==> src/rtl/door_pkg.sv <==
package door_pkg;
  typedef enum logic [1:0] {
    ST_SHUT     = 2'b00,
    ST_OPENING  = 2'b01,
    ST_HELD     = 2'b11,
    ST_CLOSING  = 2'b10
  } door_state_e;
endpackage

==> src/rtl/door_presence_merge.sv <==
module door_presence_merge #(
  parameter int N_PRESENCE = 3
) (
  input  logic [N_PRESENCE-1:0] sense_i,
  output logic                  anyone_o
);
  // Bit-serial OR chain so the merge width follows the parameter.
  logic [N_PRESENCE:0] chain;
  assign chain[0] = 1'b0;
  for (genvar g = 0; g < N_PRESENCE; g++) begin : g_or
    assign chain[g+1] = chain[g] | sense_i[g];
  end
  assign anyone_o = chain[N_PRESENCE];
endmodule

==> src/rtl/door_next_state.sv <==
module door_next_state
  import door_pkg::*;
(
  input  door_state_e cur_i,
  input  logic        anyone_i,
  input  logic        obstruct_i,
  input  logic        lock_i,
  input  logic        at_open_i,
  input  logic        at_closed_i,
  output door_state_e nxt_o
);
  always_comb begin
    unique case (cur_i)
      ST_SHUT:    nxt_o = (!lock_i && anyone_i) ? ST_OPENING : ST_SHUT;
      ST_OPENING: nxt_o = at_open_i ? ST_HELD : ST_OPENING;
      ST_HELD:    nxt_o = (anyone_i || obstruct_i) ? ST_HELD : ST_CLOSING;
      ST_CLOSING: begin
        // reversal wins over reaching the closed limit
        if (anyone_i || obstruct_i) nxt_o = ST_OPENING;
        else if (at_closed_i)       nxt_o = ST_SHUT;
        else                        nxt_o = ST_CLOSING;
      end
      default:    nxt_o = ST_SHUT;
    endcase
  end
endmodule

==> src/rtl/door_drive_decode.sv <==
module door_drive_decode
  import door_pkg::*;
(
  input  door_state_e cur_i,
  input  logic        anyone_i,
  input  logic        obstruct_i,
  input  logic        lock_i,
  input  logic        at_open_i,
  input  logic        at_closed_i,
  output logic        open_o,
  output logic        close_o
);
  always_comb begin
    open_o  = 1'b0;
    close_o = 1'b0;
    unique case (cur_i)
      ST_SHUT:    close_o = lock_i && !at_closed_i;
      ST_OPENING: open_o  = !at_open_i;
      ST_HELD:    ;
      ST_CLOSING: close_o = !anyone_i && !obstruct_i && !at_closed_i;
      default:    ;
    endcase
  end
endmodule

==> src/rtl/sliding_door_ctrl.sv <==
module sliding_door_ctrl
  import door_pkg::*;
#(
  parameter int N_PRESENCE = 3
) (
  input  logic                  clk,
  input  logic                  rst,
  input  logic [N_PRESENCE-1:0] presence_i,
  input  logic                  obstruct_i,
  input  logic                  lock_i,
  input  logic                  at_open_i,
  input  logic                  at_closed_i,
  output logic                  drive_open_o,
  output logic                  drive_close_o
);
  door_state_e state_q;
  door_state_e state_d;
  logic        anyone;

  door_presence_merge #(.N_PRESENCE(N_PRESENCE)) i_merge (
    .sense_i  (presence_i),
    .anyone_o (anyone)
  );

  door_next_state i_next (
    .cur_i       (state_q),
    .anyone_i    (anyone),
    .obstruct_i  (obstruct_i),
    .lock_i      (lock_i),
    .at_open_i   (at_open_i),
    .at_closed_i (at_closed_i),
    .nxt_o       (state_d)
  );

  door_drive_decode i_drive (
    .cur_i       (state_q),
    .anyone_i    (anyone),
    .obstruct_i  (obstruct_i),
    .lock_i      (lock_i),
    .at_open_i   (at_open_i),
    .at_closed_i (at_closed_i),
    .open_o      (drive_open_o),
    .close_o     (drive_close_o)
  );

  always_ff @(posedge clk) begin
    if (rst) state_q <= ST_SHUT;
    else     state_q <= state_d;
  end
endmodule

==> config.mk <==
export PLATFORM = sky130hd
export DESIGN_NAME = sliding_door_ctrl
export DESIGN_NICKNAME = d
export VERILOG_FILES = /design/src/rtl/door_pkg.sv /design/src/rtl/door_presence_merge.sv /design/src/rtl/door_next_state.sv /design/src/rtl/door_drive_decode.sv /design/src/rtl/sliding_door_ctrl.sv
export SDC_FILE = /design/constraint.sdc
export NUM_CORES = 1
export LEC_CHECK = 0
export ABC_AREA = 1
export BUFFER_PORTS_ARGS = -buffer_cell sky130_fd_sc_hd__buf_2
export CORE_AREA = 2 2 39 41
export CTS_CLUSTER_DIAMETER = 200
export CTS_CLUSTER_SIZE = 10
export DETAILED_ROUTE_END_ITERATION = 6
export DIE_AREA = 0 0 41 43
export HOLD_SLACK_MARGIN = 0.08
export PLACE_DENSITY = 0.36
export SLEW_MARGIN = 30
export SYNTH_ARGS = -nofsm -noshare
export SYNTH_HDL_FRONTEND = slang
export SYNTH_SLANG_ARGS = --single-unit
==> constraint.sdc <==
create_clock -name clk -period 2.1 [get_ports clk]
set_input_delay 0.21 -clock clk [delete_from_list [all_inputs] [get_ports clk]]
set_output_delay 0.21 -clock clk [all_outputs]
set_load 0.05 [all_outputs]
==> summary.md <==
| Metric | Value |
|---|---|
| Post-CTS Setup Bufs | `0` |
| H-tree depth | `1` |
| Hpwl dp | `around 310 µm` |
| Wire per inst | `6.67 µm` |
| Fmax | `0.731 GHz` |
| CTS Sinks | `2` |
| Global Route Usage Sum | `5.51%` |
| Area contributors post-synth | `dfxtp_1, nor2_4, inv_1` |
| Flops & latches, synth | `2` |
| Row count | `14` |
| WS Path Type | `reg2out` |
| HP Class | `in2reg` |
| Maximum number of pins on one net before global-route repair | `4` |
| NetSw | `0.0430 mW` |
| Final Non-Filler Cells | `51` |
| Vias | `~180` |
| Post-Syn Area | `approximately 150 µm²` |
| Initial Util | `10.8%` |
| # IOs | `11` |
| Synth unique cells | `12` |
| Setup TNS | `0 ns` |
| Post-Syn Instances | `22` |
| CP Capture Type | `output pin` |
| Vias in the first global route | `between 150 and 200` |
| Combinational share of power | `21.8%` |
| First DRT Iteration DRCs | `2` |
| Total chip power | `0.159 mW` |
| Fin crit share | `65.2%` |
| Post-synth top area cell | `dfxtp_1` |
| Clk Tree Root Cell | `clkbuf_4` |
| Final Hold Vio Count | `0` |
| Tmin final | `1.37 ns` |
| DIE AREA | `1760 µm²` |
| Vias per cell | `3.45` |
| Switch share | `between 20% and 30%` |
| Die W | `41 µm` |
| N_diodes | `0` |
| Clock buffer count from CTS | `3` |
| Slew Viols, Final | `0` |
| # setup viols final | `0` |
| DRC | `0` |
| CP arrival | `1.16 ns` |
| Core area | `about 1400 µm²` |
| Syn_area_per_cell | `6.77 µm²` |
| Register share of total power | `26.4%` |
| P&R area growth vs syn | `62.2%` |
| Worst Path Required | `approximately 1.9 ns` |
| Initial antenna violation count | `0` |
| Synth Warn # | `0` |
| Die height | `approximately 43 µm` |
| Routed Antenna Nets | `0` |
| Pwr per Cell Area | `660 nW/µm²` |
| Final #Nets | `46` |
| Post-DP Area | `about 220 µm²` |
| Port Buffers | `10` |
| CTS max path bufs | `2` |
| Headroom to the max-slew limit | `83.5%` |
| Detailed Route WL | `~340 µm` |
| Design area | `roughly 240 µm²` |
| Routability congestion estimate | `approximately 0.6` |
| TritonRoute pass-1 iters | `3` |
| First-pass GRT wire length | `614 µm` |
| Worst vdd ir | `0.0956 mV` |
| Worst-skew pair later-pin latency | `0.22 ns` |
| Layout cells sized above 1 | `51.4%` |
| Clk_skew | `~0.0026 ns` |
| Max-cap viol count | `0` |
| Internal | `0.116 mW` |
| Clk slew on worst S/H paths | `0.03 ns` |
| RSZ-0062 raised after global routing | `no` |
| # resized after CTS | `0` |
| Mapped Nets | `31` |
| Critical path peak fanout | `3` |
| Worst-Margin Slew | `0.250 ns` |
| P_leak | `0.124 nW` |
| Post-CTS Hold Fix Bufs | `0` |
| Remaining Overflow, GRT | `0` |
| Status | `complete, no violations` |
| CTS tree | `done` |
| Startpoint types | `register` |
| Share of the synthesized area in the top cell type | `26.9%` |
| Clock power frac | `51.7%` |
| # placed instances | `48` |
| Post-synthesis sequential area ratio | `26.9%` |
==> path summary, 6_finish.rpt <==
path | start | end | slack, ns | cells after the start
min reg2reg | register | state_q[1] | 0.47 | 2
max | state_q[1] | drive_close_o | 0.73 | 5
min | rst | state_q[1] | 0.16 | 2
max reg2reg | state_q[1] | register | 1.32 | 5
==> worst max-delay path, stage by stage (launching register included) <==
cell     delay (ns)
dfxtp_1        0.34
inv_2          0.07
nor2_4         0.08
nand3_2        0.08
a21oi_2        0.11
buf_2          0.26
==> power groups by stage <==
stage	sequential, mW	combinational, mW	clock (mW)
floorplan	0.0425	0.0221	0
global placement	0.0427	0.0357	0
detailed placement	0.0427	0.0357	0
CTS	0.0422	0.0357	0.0880
global route	0.0427	0.0393	0.0907
finish	0.0421	0.0348	0.0825
==> logic make-up after synthesis <==
family / after synthesis / share of synthesized area [%]
simple gates: 11 / 44.5
buf+inv: 5 / 12.6
compound gates: 4 / 16.0
flops: 2 / 26.9
==> layout by cell type (no fill, tap or decap), drive strengths merged <==
master	netlist	layout
buf	0	10
inv	5	5
nor2	4	4
dfxtp	2	2
nand2	4	4
nand4	1	1
nor3	1	1
nand3	1	1
clkbuf	0	3
a21oi	3	3
o21ai	1	1
==> final cells by class <==
| class | count | area [µm²] |
|---|---|---|
| flip-flops and latches | 2 | 40.0 |
| inverters | 5 | 18.8 |
| clock buffers | 3 | 22.5 |
| multi-input cells | 15 | 90.1 |
| repair buffers | 10 | 50.0 |
| well taps | 16 | 20.0 |
| fillers | 168 | 1140 |
==> cells in the mapped netlist <==
master   n
inv_1    4
nand2_1  4
a21oi_1  2
dfxtp_1  2
nor2_1   2
nor2_4   2
a21oi_2  1
inv_2    1
nand3_2  1
nand4_1  1
nor3_1   1
o21ai_0  1
==> stage by stage <==
step,worst slack [ns],hold slack (ns),util [%]
floorplan,0.484,0.279,-
global placement,0.932,0.385,15.8
detailed placement,0.943,0.387,15.8
CTS,0.709,0.155,17.5
global route,0.654,0.176,17.5
finish,0.732,0.161,17.5
==> metal layers <==
metal | wire, µm | vias to the layer above | global-route usage, %
met4 | 0 | 0 | 6.00
met1 | 123 | 77 | 5.75
met3 | 18 | 0 | 1.57
met5 | 0 | - | 0
met2 | 198 | 3 | 7.81
li1 | - | 96 | -
(Power assumes the default switching activity.)
